--- config.mk ---
export PLATFORM = sky130hd
export DESIGN_NAME = rescal_seq
export DESIGN_NICKNAME = d
export VERILOG_FILES = /design/src/rtl/rescal_pkg.sv /design/src/rtl/rescal_step_table.sv /design/src/rtl/rescal_timer.sv /design/src/rtl/rescal_poll_ctr.sv /design/src/rtl/rescal_seq.sv
export SDC_FILE = /design/constraint.sdc
export NUM_CORES = 1
export LEC_CHECK = 0
export BUFFER_PORTS_ARGS = -buffer_cell sky130_fd_sc_hd__buf_4
export CELL_PAD_IN_SITES_DETAIL_PLACEMENT = 1
export CELL_PAD_IN_SITES_GLOBAL_PLACEMENT = 2
export CORE_AREA = 4 4 84 86
export CTS_BUF_LIST = sky130_fd_sc_hd__clkbuf_16
export DETAILED_ROUTE_END_ITERATION = 8
export DIE_AREA = 0 0 88 90
export GPL_ROUTABILITY_DRIVEN = 0
export PLACE_DENSITY_LB_ADDON = 0.3
export SKIP_LAST_GASP = 1
export SYNTH_ARGS = -nofsm -noshare
export SYNTH_HDL_FRONTEND = slang
export SYNTH_SLANG_ARGS = --single-unit
--- constraint.sdc ---
create_clock -name clk_i -period 2.66 [get_ports clk_i]
set_clock_uncertainty 0.2 [all_clocks]
set_input_delay 0.399 -clock clk_i [delete_from_list [all_inputs] [get_ports clk_i]]
set_output_delay 0.399 -clock clk_i [all_outputs]
set_load 0.01 [all_outputs]
--- src/rtl/rescal_pkg.sv ---
package rescal_pkg;
  localparam int ADDR_W = 8;
  localparam int CODE_W = 4;
  localparam int LEN_W  = 3;
  localparam int STEP_W = 4;

  typedef enum logic [1:0] {ST_IDLE, ST_CMD, ST_SETTLE} seq_state_e;

  localparam logic [STEP_W-1:0] STP_CLR_OVR = 4'd0;
  localparam logic [STEP_W-1:0] STP_CLR_GO  = 4'd1;
  localparam logic [STEP_W-1:0] STP_CLR_EN  = 4'd2;
  localparam logic [STEP_W-1:0] STP_SET_EN  = 4'd3;
  localparam logic [STEP_W-1:0] STP_SET_GO  = 4'd4;
  localparam logic [STEP_W-1:0] STP_POLL    = 4'd5;
  localparam logic [STEP_W-1:0] STP_RD_CODE = 4'd6;
  localparam logic [STEP_W-1:0] STP_WR_TRIM = 4'd7;
  localparam logic [STEP_W-1:0] STP_END_GO  = 4'd8;
  localparam logic [STEP_W-1:0] STP_END_EN  = 4'd9;
  localparam logic [STEP_W-1:0] STP_SET_OVR = 4'd10;

  localparam logic [ADDR_W-1:0] A_EN   = 8'h40;
  localparam logic [ADDR_W-1:0] A_GO   = 8'h41;
  localparam logic [ADDR_W-1:0] A_RDY  = 8'h42;
  localparam logic [ADDR_W-1:0] A_OVR  = 8'h43;
  localparam logic [ADDR_W-1:0] A_TRIM = 8'h44;
  localparam logic [ADDR_W-1:0] A_CODE = 8'h49;
endpackage

--- src/rtl/rescal_step_table.sv ---
module rescal_step_table
  import rescal_pkg::*;
(
  input  logic [STEP_W-1:0] step_i,
  input  logic [CODE_W-1:0] code_i,
  output logic              write_o,
  output logic [ADDR_W-1:0] addr_o,
  output logic [LEN_W-1:0]  len_o,
  output logic [CODE_W-1:0] wdata_o
);
  localparam logic [LEN_W-1:0] LEN_BIT  = LEN_W'(1);
  localparam logic [LEN_W-1:0] LEN_CODE = LEN_W'(CODE_W);

  always_comb begin
    write_o = 1'b1;
    addr_o  = A_OVR;
    len_o   = LEN_BIT;
    wdata_o = '0;
    unique case (step_i)
      STP_CLR_OVR: addr_o = A_OVR;
      STP_CLR_GO:  addr_o = A_GO;
      STP_CLR_EN:  addr_o = A_EN;
      STP_SET_EN:  begin addr_o = A_EN; wdata_o = CODE_W'(1); end
      STP_SET_GO:  begin addr_o = A_GO; wdata_o = CODE_W'(1); end
      STP_POLL:    begin addr_o = A_RDY; write_o = 1'b0; end
      STP_RD_CODE: begin addr_o = A_CODE; write_o = 1'b0; len_o = LEN_CODE; end
      STP_WR_TRIM: begin addr_o = A_TRIM; len_o = LEN_CODE; wdata_o = code_i; end
      STP_END_GO:  addr_o = A_GO;
      STP_END_EN:  addr_o = A_EN;
      STP_SET_OVR: begin addr_o = A_OVR; wdata_o = CODE_W'(1); end
      default:     ;
    endcase
  end
endmodule

--- src/rtl/rescal_timer.sv ---
module rescal_timer #(
  parameter int CYC = 125000
) (
  input  logic clk_i,
  input  logic rst_ni,
  input  logic load_i,
  output logic expired_o
);
  localparam int CW = $clog2(CYC + 1);

  logic [CW-1:0] cnt_q;

  always_ff @(posedge clk_i or negedge rst_ni) begin
    if (!rst_ni)               cnt_q <= '0;
    else if (load_i)           cnt_q <= CW'(CYC);
    else if (cnt_q != '0)      cnt_q <= cnt_q - 1'b1;
  end

  assign expired_o = (cnt_q == '0);
endmodule

--- src/rtl/rescal_poll_ctr.sv ---
module rescal_poll_ctr #(
  parameter int MAX = 64
) (
  input  logic clk_i,
  input  logic rst_ni,
  input  logic clr_i,
  input  logic miss_i,
  output logic last_o
);
  localparam int CW = (MAX > 1) ? $clog2(MAX) : 1;

  logic [CW-1:0] cnt_q;

  always_ff @(posedge clk_i or negedge rst_ni) begin
    if (!rst_ni)      cnt_q <= '0;
    else if (clr_i)   cnt_q <= '0;
    else if (miss_i)  cnt_q <= cnt_q + 1'b1;
  end

  assign last_o = (cnt_q == CW'(MAX - 1));
endmodule

--- src/rtl/rescal_seq.sv ---
module rescal_seq
  import rescal_pkg::*;
#(
  parameter int SETTLE_CYC = 125000,
  parameter int MAX_POLLS  = 64
) (
  input  logic              clk_i,
  input  logic              rst_ni,
  input  logic              start_i,
  output logic              busy_o,
  output logic              done_o,
  output logic              timeout_o,
  output logic              cmd_valid_o,
  output logic              cmd_write_o,
  output logic [ADDR_W-1:0] cmd_addr_o,
  output logic [LEN_W-1:0]  cmd_len_o,
  output logic [CODE_W-1:0] cmd_wdata_o,
  input  logic              cmd_done_i,
  input  logic [CODE_W-1:0] cmd_rdata_i
);
  seq_state_e        state_q;
  logic [STEP_W-1:0] step_q;
  logic [CODE_W-1:0] code_q;
  logic              valid_q, busy_q, done_q, timeout_q;
  logic              ack, settle_go, poll_last, poll_miss, poll_clr, settle_done;

  assign ack       = (state_q == ST_CMD) && valid_q && cmd_done_i;
  assign settle_go = ack && (step_q == STP_SET_EN);
  assign poll_miss = ack && (step_q == STP_POLL) && !cmd_rdata_i[0] && !poll_last;
  assign poll_clr  = (state_q == ST_IDLE) && start_i;

  rescal_step_table u_table (
    .step_i (step_q),
    .code_i (code_q),
    .write_o(cmd_write_o),
    .addr_o (cmd_addr_o),
    .len_o  (cmd_len_o),
    .wdata_o(cmd_wdata_o)
  );

  rescal_timer #(.CYC(SETTLE_CYC)) u_timer (
    .clk_i    (clk_i),
    .rst_ni   (rst_ni),
    .load_i   (settle_go),
    .expired_o(settle_done)
  );

  rescal_poll_ctr #(.MAX(MAX_POLLS)) u_poll (
    .clk_i (clk_i),
    .rst_ni(rst_ni),
    .clr_i (poll_clr),
    .miss_i(poll_miss),
    .last_o(poll_last)
  );

  always_ff @(posedge clk_i or negedge rst_ni) begin
    if (!rst_ni) begin
      state_q   <= ST_IDLE;
      step_q    <= STP_CLR_OVR;
      code_q    <= '0;
      valid_q   <= 1'b0;
      busy_q    <= 1'b0;
      done_q    <= 1'b0;
      timeout_q <= 1'b0;
    end else begin
      done_q <= 1'b0;
      unique case (state_q)
        ST_IDLE: if (start_i) begin
          state_q   <= ST_CMD;
          step_q    <= STP_CLR_OVR;
          busy_q    <= 1'b1;
          timeout_q <= 1'b0;
        end
        ST_CMD: begin
          if (!valid_q) begin
            valid_q <= 1'b1;
          end else if (cmd_done_i) begin
            valid_q <= 1'b0;
            unique case (step_q)
              STP_SET_EN: begin
                step_q  <= step_q + 1'b1;
                state_q <= ST_SETTLE;
              end
              STP_POLL: begin
                if (cmd_rdata_i[0]) step_q <= step_q + 1'b1;
                else if (poll_last) begin
                  timeout_q <= 1'b1;
                  busy_q    <= 1'b0;
                  state_q   <= ST_IDLE;
                end
              end
              STP_RD_CODE: begin
                code_q <= cmd_rdata_i;
                step_q <= step_q + 1'b1;
              end
              STP_SET_OVR: begin
                busy_q  <= 1'b0;
                done_q  <= 1'b1;
                state_q <= ST_IDLE;
              end
              default: step_q <= step_q + 1'b1;
            endcase
          end
        end
        ST_SETTLE: if (settle_done) begin
          valid_q <= 1'b1;
          state_q <= ST_CMD;
        end
        default: state_q <= ST_IDLE;
      endcase
    end
  end

  assign cmd_valid_o = valid_q;
  assign busy_o      = busy_q;
  assign done_o      = done_q;
  assign timeout_o   = timeout_q;


  done_pulse_chk: assert property (@(posedge clk_i) disable iff (!rst_ni)
    done_o |=> !done_o);

  done_not_busy_chk: assert property (@(posedge clk_i) disable iff (!rst_ni)
    done_o |-> !busy_o);

  cmd_hold_chk: assert property (@(posedge clk_i) disable iff (!rst_ni)
    cmd_valid_o && !cmd_done_i |=> cmd_valid_o && $stable(cmd_addr_o) && $stable(cmd_write_o)
      && $stable(cmd_len_o) && $stable(cmd_wdata_o));

  cmd_release_chk: assert property (@(posedge clk_i) disable iff (!rst_ni)
    cmd_valid_o && cmd_done_i |=> !cmd_valid_o);

  cmd_in_run_chk: assert property (@(posedge clk_i) disable iff (!rst_ni)
    cmd_valid_o |-> busy_o);

  settle_quiet_chk: assert property (@(posedge clk_i) disable iff (!rst_ni)
    state_q == ST_SETTLE |-> !cmd_valid_o);

  timeout_sticky_chk: assert property (@(posedge clk_i) disable iff (!rst_ni)
    timeout_o && !start_i |=> timeout_o);

  start_ignored_chk: assert property (@(posedge clk_i) disable iff (!rst_ni)
    busy_o && start_i && !cmd_done_i |=> busy_o);
endmodule

Word-level counts from Yosys, hierarchy flattened
Cells that the tools add are included.

word-level totals
  register bits after elaboration = 37
  output and inout port bits = 20

cells by class
  add/sub/neg operators = 3
  equal/unequal tests = 26
  mux-type cells = 44
  reductions and logical operators = 27

operators by type and width
  operator                 count
  $mux W17                 2
  $pmux W4 S2              3
  $reduce_and A7 Y1        3
  $pmux W4 S5              1
  $mux W1                  19
  $logic_not A17 Y1        1
  $reduce_bool A17 Y1      1
  $sub A17 B1 Y17 const B  1
  $eq A4 B3 Y1 const B     4
  $mux W4                  4
  $ne A2 B2 Y1 const B     7
  $eq A4 B4 Y1 const B     3
  $mux W2                  6
  $mux W6                  2
  $pmux W2 S3              2
  $ne A3 B3 Y1 const B     3
  $reduce_or A3 Y1         3
  $eq A4 B2 Y1 const B     2
  $pmux W1 S2              4
  $reduce_bool A2 Y1       4
  $logic_and A1 B1 Y1      7
  $add A6 B1 Y6 const B    1
  $eq A6 B6 Y1 const B     1
  $reduce_and A6 Y1        1
  13 further kinds         15

Depth between registers and ports, before layout
Gate-level depths: netlist of the first run.

  depth in word-level cells = 8
  mapped depth = 8

Cells and area by module
From an unflattened synthesis of the first run, not the netlist that was laid out.

second synthesis, totals
  cells, all modules = 238
  area total of the unflattened synthesis = 2294.7 µm²

by module, submodules not included
  module             instances  cells each  area each (µm²)
  rescal_timer       1          104         987.2
  rescal_seq         1          72          782.0
  rescal_poll_ctr    1          28          281.5
  rescal_step_table  1          34          244.0

Least setup slack after synthesis of the first run
OpenSTA, ideal clock, no wires.

  kind = flip-flop to flip-flop
  from = register u_timer.cnt_q[5]
  to = register u_timer.cnt_q[13]
  library setup time = 0.070 ns
  arrival time = 2.170 ns
  required time = 2.390 ns
  slack = 0.220 ns
  cell stages (with the launch flop) = 7
  buffers on the path = 2
  path through = dfrtp_1 or4_1 buf_2 or4_1 buf_2 or4_1 nand3_1

on the way
  word-level cells in the longest chain between the ends = 3
  elaborated cells on any way between the ends = 5
  those cells by class = add/sub: 1; mux: 2; reduce/logical: 2

ends and longest elaborated chain
  what                    line                text
  from (decl)             rescal_timer.sv:11  logic [CW-1:0] cnt_q;
  from (signal assigned)  rescal_timer.sv:15  else if (load_i) cnt_q <= CW'(CYC);
  from (signal assigned)  rescal_timer.sv:16  else if (cnt_q != '0) cnt_q <= cnt_q - 1'b1;
  $sub A17 B1 Y17         rescal_timer.sv:16
  $mux W17                rescal_timer.sv:16
  $mux W17                rescal_timer.sv:15

Several ways; a longest one is shown, not always the timed one. The select of a mux whose other input is x is not followed.
A chain may end at the register's enable or synchronous reset.

Final worst setup path of the first run
  from = register u_timer.cnt_q[6]
  to = register u_timer.cnt_q[13]

Same word-level chain as after synthesis.

==> flow_summary.yaml, run 1 <==
route:
  wl_um: 5340
  antenna_left: 0
  drt-pass1-iter-count: 4
  via_per_inst: 5.62
  drtIter0Drc: 66
  vias: 1889
  wl_per_cell_um: 15.9
  drc: 0
critical_path:
  cp_slowest_cell: "or4_1"
  crit_path_end_kind: "flop"
  cpMostUsedCell: "or4_1"
  crit_type: "reg2reg"
  crit_buf_inv: 0
  cp_slowest_stage_delay_ps: 650
  crit_chain: "or4_1 > or4_1 > or4_1 > nand3_1"
  cp_max_fo: 7
  required_ps: 2670
  arrival_ps: 2590
  crit_family: "simple AND/OR/NAND/NOR gates"
  cp-start-kind: "flop"
sta:
  period_needed_ps: 2580
  rsz0062_at_grt: "true"
  fin_ws_ps: 79.8
  fin_tns_setup_ps: 0
  finalSetupViolCount: 0
  finalCritPeriodShare_pct: 97.0
  slew_viol_final: 0
  hold_viol: 0
  hold_slack_ps: 155
  fmax_ghz: 0.388
global_routing:
  antenna_found_initial: 0
  grt-busiest-layer: "met2"
  overflow: 0
  grt_pass1_wl_um: 9450
  grt_max_degree: 38
  use_met3_pct: 3.02
  grtUsageTotal_pct: 14.6
  use_met2_pct: 23.1
  met1_usage_pct: 20.1
  grt_pass1_vias: 1914
finish:
  nFillCells: 733
  multi_input_area_sq_mm: 0.00117
  stdcell_area_sq_mm: 0.00260
  flow.area_growth_from_synthesis_pct: 18.5
  drive_above_1_share_pct: 20.1
  fin_nets: 273
  regArea_sq_um: 926
  antenna_cells: 0
synth:
  synth_warnings: 0
  synth.top_cell.area_share_pct: 42.2
  synth-main-ff-cell: "dfrtp_1"
  synth_area_leader_cell: "dfrtp_1"
  synth_cell_type_count: 49
  synth_area_sq_mm: 0.00219
  synthCells: 237
  synth_edf_count: 0
  syn_area_per_cell_sq_um: 9.25
  synth_top_cells_by_area: "dfrtp_1, a21oi_1, mux2i_1"
  synth_seq_cells: 37
  async_flop_share_pct: 100
  seq_area_frac_synth_pct: 42.2
cts:
  postCtsSetupBuffers: 0
  clkSinkCount: 37
  clkLatencyLatePin_ps: 280
  htree_levels: 2
  root_buffer: "clkbuf_16"
  numCtsBuffers: 5
  cts_tree: "built"
  clockBufferDepth: 2
  clkSlewWorstSetupHoldPaths_ps: 60
floorplanning:
  core-area_sq_mm: 0.00628
  fp.dieH_um: 90
  io_pins: 28
  die-width_um: 88
  rows: 29
  initial_utilization_pct: 34.9
  dieArea_sq_mm: 0.00792
placed_design:
  placed_area_sq_mm: 0.00244
  io_buffers: 22
  dp_hpwl_um: 3810
  dp_slack_ps: 61.7
power:
  p_leak_nw: 1.12
  p_total_mw: 2.22
  power_density_mw_per_mm2: 855
  irDropWorstVdd_mv: 0.391
job:
  cap_violations: 0
status:
  run_status: "completed"
hold_path:
  hp-class: "in2reg"
-- per-stage QoR --
stage	util, %	cells
detailed placement	38.8	328
global placement	38.8	328
floorplan	-	240
global route	41.4	336
finish	41.4	336
CTS	41.1	336
-- cells in the final DEF, fill, tap and decap left out, drive strengths merged, types with 6 or more instances in the layout --
cell and count:
a21oi 18, and3 6, buf 31, dfrtp 37, ha 6, inv 9, mux2i 9, nand2 16
nand3 6, nor2 14, o21ai 11, o31ai 6, or4 11
-- final timing paths --
path,startpoint,end,slack (ps),depth (start not counted)
min reg2reg,busy_o,busy_o,270,1
max,u_timer.cnt_q[6],u_timer.cnt_q[13],80,4
min in group asynchronous,rst_ni,u_timer.cnt_q[4],430,2
max in group asynchronous,rst_ni,busy_o,1480,2
max reg2reg,u_timer.cnt_q[6],u_timer.cnt_q[13],80,4
min,cmd_rdata_i[3],code_q[3],160,2
-- power by group --
part / total (mW) / switching [mW] / internal [mW]
clock: 0.551 / 0.216 / 0.335
sequential: 0.848 / 0.155 / 0.693
combinational: 0.824 / 0.452 / 0.373
total: 2.22 / 0.823 / 1.40
-- routing by layer --
metal	routed length [um]	up-vias
met1	2600	944
met2	2480	30
li1	-	910
met4	60	0
met3	199	5
met5	0	-
-- area by class of cell --
| type | count | share of cell area [%] |
|---|---|---|
| multi-input cells | 175 | 45.1 |
| flip-flops and latches | 37 | 35.6 |
| well taps | 77 | 3.71 |
| repair buffers | 32 | 9.34 |
| inverters | 8 | 1.15 |
| clock inverters | 2 | 0.289 |
| clock buffers | 5 | 4.81 |
-- kinds of logic after synthesis --
group	after synthesis	synth area share, %
AO/OA/AOI/OAI	57	16.8
XOR/XNOR	1	0.399
adder cells (fa/ha/maj)	6	3.42
buffers and inverters	28	5.76
flip-flops	37	42.2
multiplexers	14	6.67
other	2	0.342
AND/OR/NAND/NOR	92	24.4
-- state kept, by name, indices dropped and copies added, names as in the netlist --
name and flops:
cmd_valid_o 1, done_o 1, u_poll.cnt_q 6, state_q 2, u_timer.cnt_q 17, step_q 4
code_q 4, busy_o 1, timeout_o 1
-- cell usage after synthesis (all sizes together) (4+ instances only) --
library cell,count
and3,6
nand2,16
nor4,4
dfrtp,37
inv,8
o31ai,6
nor2,14
ha,6
buf,7
nor3,4
or3,5
o21ai,11
clkbuf,13
nand3,6
o211ai,4
or4,11
a21oi,18
mux2,5
mux2i,9
-- timing repair --
action | 4_1_cts | 5_1_grt
hold buffers | 1 | 0
gates resized for setup | 0 | 5
endpoints found under the setup margin | 0 | 3
endpoints found under the hold margin | 37 | 0
Power figures use the tool's default switching activity.
==> run 2: changes to the inputs <==
==> constraint.sdc (replaced) <==
create_clock -name clk_i -period 2.7 [get_ports clk_i]
set_clock_uncertainty 0.2 [all_clocks]
set_input_delay 0.405 -clock clk_i [delete_from_list [all_inputs] [get_ports clk_i]]
set_output_delay 0.405 -clock clk_i [all_outputs]
set_load 0.01 [all_outputs]
==> flow_summary.yaml, run 2 (synthesis gave the netlist of run 1 again) <==
status:
  run_status: "completed"
global_routing:
  grt_max_degree: 38
  grt_pass1_vias: 1847
  antenna_found_initial: 0
  overflow: 0
  grtUsageTotal_pct: 14.1
  grt_pass1_wl_um: 9030
critical_path:
  cp_slowest_cell: "or4_1"
  cp-start-kind: "flop"
  arrival_ps: 2590
  crit_buf_inv: 0
  cp_slowest_stage_delay_ps: 640
  crit_family: "simple AND/OR/NAND/NOR gates"
  cp_max_fo: 7
  crit_path_end_kind: "flop"
  crit_type: "reg2reg"
  required_ps: 2700
  crit_chain: "or4_1 > or4_1 > nor4_1 > mux2i_1"
  reg2reg_setup_slack_ps: 110
  cpMostUsedCell: "or4_1"
power:
  switchingPower_mw: 0.813
  pwr-share-comb_pct: 35.8
  switching_share_pct: 37.2
  irDropWorstVdd_mv: 0.359
  seqPwrFrac_pct: 38.7
  power_density_mw_per_mm2: 846
  intPower_mw: 1.37
  power.clock.fraction_pct: 25.5
  p_leak_nw: 1.13
route:
  vias: 1851
  antenna_left: 0
  wl_um: 5230
  drt-pass1-iter-count: 4
  drtIter0Drc: 47
  wl_per_cell_um: 15.6
  drc: 0
  via_per_inst: 5.51
job:
  cap_violations: 0
finish:
  layout_common_cells: "dfrtp_1, buf_4, a21oi_1, nand2_1, nor2_1"
  largest_reg_flops: 17
  final_common_cell: "dfrtp_1"
  fin_util_pct: 41.2
  largest_register: "u_timer.cnt_q"
  fin_nets: 272
  antenna_cells: 0
  largest_registers: "u_timer.cnt_q x17, u_poll.cnt_q x6"
  drive_above_1_share_pct: 19.3
  flow.area_growth_from_synthesis_pct: 17.8
placed_design:
  io_buffers: 22
  dp_hpwl_um: 3710
sta:
  fin_tns_setup_ps: 0
  fmax_ghz: 0.386
  finalSetupViolCount: 0
  period_needed_ps: 2590
  rsz0062_at_grt: "false"
  hold_viol: 0
  finalCritPeriodShare_pct: 96.0
  slew_viol_final: 0
cts:
  htree_levels: 2
  clkLatencyLatePin_ps: 280
  postCtsSetupBuffers: 0
  clkSinkCount: 37
  root_buffer: "clkbuf_16"
  clockBufferDepth: 2
  clkSlewWorstSetupHoldPaths_ps: 60
  numCtsBuffers: 5
  cts_tree: "built"
floorplanning:
  die-width_um: 88
  dieArea_sq_mm: 0.00792
  initial_utilization_pct: 34.9
  io_pins: 28
  rows: 29
  core-area_sq_mm: 0.00628
  fp.dieH_um: 90
hold_path:
  hp-class: "in2reg"
## run 2: timing repair
action / 4_1_cts / 5_1_grt
hold buffers: 1 / 0
gates resized for setup: 0 / 2
setup endpoints to repair: 0 / 2
endpoints found under the hold margin: 37 / 0
## run 2: final cells by class
class,count,area (sq um)
clock buffer,5,125
multi-input combinational,175,1160
inverter,8,30.0
clock inverter,3,13.8
fill,743,3690
timing repair buffer,31,235
tap,77,96.3
sequential,37,926
## run 2: through the flow
stage,power [mW],setup slack [ps],hold slack [ps],instances,instance area (sq um)
6_report,2.19,109,163,336,2580
5_1_grt,2.37,18.0,164,336,2580
4_1_cts,2.21,106,158,336,2580
3_5_place_dp,1.64,89.4,210,327,2430
3_3_place_gp,1.62,199,210,327,2430
2_1_floorplan,1.37,260,-90.6,240,2200
## run 2: worst paths after layout
kind | cells after the start | start | end
hold / removal | 2 | cmd_rdata_i[3] | code_q[3]
hold reg to reg | 1 | busy_o | busy_o
max in group asynchronous | 2 | rst_ni | u_timer.cnt_q[8]
min in group asynchronous | 2 | rst_ni | u_timer.cnt_q[4]
setup reg to reg | 4 | u_timer.cnt_q[4] | u_timer.cnt_q[15]
setup / recovery | 4 | u_timer.cnt_q[4] | u_timer.cnt_q[15]
## run 2: power by group through the flow
stage / registers (mW) / logic, mW / clock network (mW)
2_1_floorplan: 0.790 / 0.582 / 0
3_3_place_gp: 0.843 / 0.774 / 0
3_5_place_dp: 0.853 / 0.790 / 0
4_1_cts: 0.846 / 0.795 / 0.574
5_1_grt: 0.874 / 0.899 / 0.597
6_report: 0.846 / 0.783 / 0.557
## run 2: worst reg2reg max path: stages, from the launching register on
cell	delay, ps
dfrtp_1	420
or4_1	600
or4_1	640
nor4_1	430
mux2i_1	230
## run 2: metal layers
layer	share of wire [%]	wire length [um]	GRT usage, %	vias to the layer above
met5	0	0	0	-
met2	46	2390	21.5	35
li1	-	-	-	915
met1	49	2570	19.9	899
met4	0.75	39	4.22	0
met3	4.6	240	2.74	2
==> run 3: changes to the inputs <==
--- a/config.mk
+++ b/config.mk
@@ -14,6 +14,7 @@
 export DIE_AREA = 0 0 88 90
 export GPL_ROUTABILITY_DRIVEN = 0
 export PLACE_DENSITY_LB_ADDON = 0.3
+export REMOVE_ABC_BUFFERS = 1
 export SKIP_LAST_GASP = 1
 export SYNTH_ARGS = -nofsm -noshare
 export SYNTH_HDL_FRONTEND = slang
==> flow_summary.yaml, run 3 (synthesis gave the netlist of run 1 again) <==
critical_path:
  cp_slowest_cell: "or4_1"
  crit_path_end_kind: "flop"
  arrival_ps: 2570
  crit_chain: "or4_1 > or4_1 > or4_1 > nand3_1"
  cp-start-kind: "flop"
  cpMostUsedCell: "or4_1"
  required_ps: 2710
  crit_buf_inv: 0
  crit_type: "reg2reg"
  cp_slowest_stage_delay_ps: 650
  cp_max_fo: 7
  crit_family: "simple AND/OR/NAND/NOR gates"
job:
  cap_violations: 0
power:
  intPower_mw: 1.37
  irDropWorstVdd_mv: 0.406
  power_density_mw_per_mm2: 841
  seqPwrFrac_pct: 39.4
  switching_share_pct: 36.9
  switchingPower_mw: 0.803
  pwr-share-comb_pct: 35.6
  p_leak_nw: 1.14
  power.clock.fraction_pct: 25.0
sta:
  fin_tns_setup_ps: 0
  finalSetupViolCount: 0
  rsz0062_at_grt: "false"
  hold_viol: 0
  fmax_ghz: 0.391
  period_needed_ps: 2560
  slew_viol_final: 0
  fin_ws_ps: 140
  finalCritPeriodShare_pct: 94.8
finish:
  largest_register: "u_timer.cnt_q"
  drive_above_1_share_pct: 18.5
  layout_common_cells: "dfrtp_1, buf_4, a21oi_1, nand2_1, nor2_1"
  largest_registers: "u_timer.cnt_q x17, u_poll.cnt_q x6"
  antenna_cells: 0
  nFillCells: 747
  flow.area_growth_from_synthesis_pct: 17.9
  fin_nets: 273
  largest_reg_flops: 17
  final_common_cell: "dfrtp_1"
cts:
  numCtsBuffers: 5
  clockBufferDepth: 2
  clkLatencyLatePin_ps: 280
  clkSlewWorstSetupHoldPaths_ps: 50
  cts_tree: "built"
  clkSinkCount: 37
  htree_levels: 2
  root_buffer: "clkbuf_16"
floorplanning:
  dieArea_sq_mm: 0.00792
  die-width_um: 88
  fp.dieH_um: 90
  rows: 29
  initial_utilization_pct: 34.9
  core-area_sq_mm: 0.00628
  io_pins: 28
global_routing:
  antenna_found_initial: 0
  grt_pass1_wl_um: 9000
  grt_max_degree: 38
  overflow: 0
  grtUsageTotal_pct: 14.0
  grt_pass1_vias: 1879
placed_design:
  dp_hpwl_um: 3720
  dp_slack_ps: 164
  io_buffers: 22
hold_path:
  hp-class: "in2reg"
route:
  vias: 1880
  via_per_inst: 5.58
  wl_um: 5170
  wl_per_cell_um: 15.3
  antenna_left: 0
  drt-pass1-iter-count: 4
  drtIter0Drc: 112
  drc: 0
status:
  run_status: "completed"
-- run 3: changes by cell type in the layout (fill, tap and decap cells not counted), sizes merged --
cell    change
clkinv      -2
inv         +2
buf         +1
-- run 3: metal layers --
metal	part of all wire, %	GRT usage, %	vias to the layer above	wire, um
li1	-	-	909	-
met1	50	19.7	935	2570
met2	44	21.2	30	2290
met3	4.6	3.29	6	240
met4	1.4	4.22	0	71
met5	0	0	-	0
-- run 3: final cells by class --
type	count	area (sq um)	area share, %
timing repair buffer	32	243	9.39
sequential	37	926	35.8
inverter	8	30.0	1.16
clock buffer	5	125	4.84
multi-input combinational	175	1150	44.7
clock inverter	3	11.3	0.435
tap	77	96.3	3.73
-- run 3: power groups by stage --
stage / Sequential, mW / Combinational [mW] / Clock [mW]
after floorplan: 0.814 / 0.530 / 0
after global placement: 0.855 / 0.771 / 0
after detailed placement: 0.865 / 0.784 / 0
after CTS: 0.857 / 0.790 / 0.560
after global routing: 0.889 / 0.893 / 0.582
final: 0.858 / 0.774 / 0.544
-- run 3: per-stage QoR --
stage | cells | hold WS [ps] | utilization, % | instance area (sq um) | total power [mW]
after floorplan | 220 | -90.6 | - | 2110 | 1.34
after global placement | 328 | 210 | 38.8 | 2440 | 1.63
after detailed placement | 328 | 209 | 38.8 | 2440 | 1.65
after CTS | 337 | 157 | 41.2 | 2580 | 2.21
after global routing | 337 | 153 | 41.2 | 2590 | 2.36
final | 337 | 161 | 41.2 | 2590 | 2.18
-- run 3: worst paths after layout --
path	start	to	slack (ps)	cells after the start
worst max-delay path	u_timer.cnt_q[4]	u_timer.cnt_q[13]	140	4
worst min-delay path	cmd_rdata_i[2]	code_q[2]	160	2
worst max register to register	u_timer.cnt_q[4]	u_timer.cnt_q[13]	140	4
worst min register to register	busy_o	busy_o	290	1
max in group asynchronous	rst_ni	busy_o	1520	2
min in group asynchronous	rst_ni	u_timer.cnt_q[5]	440	2
-- run 3: what timing repair did --
| item | in CTS | in global routing |
|---|---|---|
| buffers inserted | 0 | 0 |
| resized for setup | 0 | 1 |
| setup endpoints to repair | 0 | 1 |
| hold buffers | 1 | 0 |
| endpoints found under the hold margin | 37 | 0 |
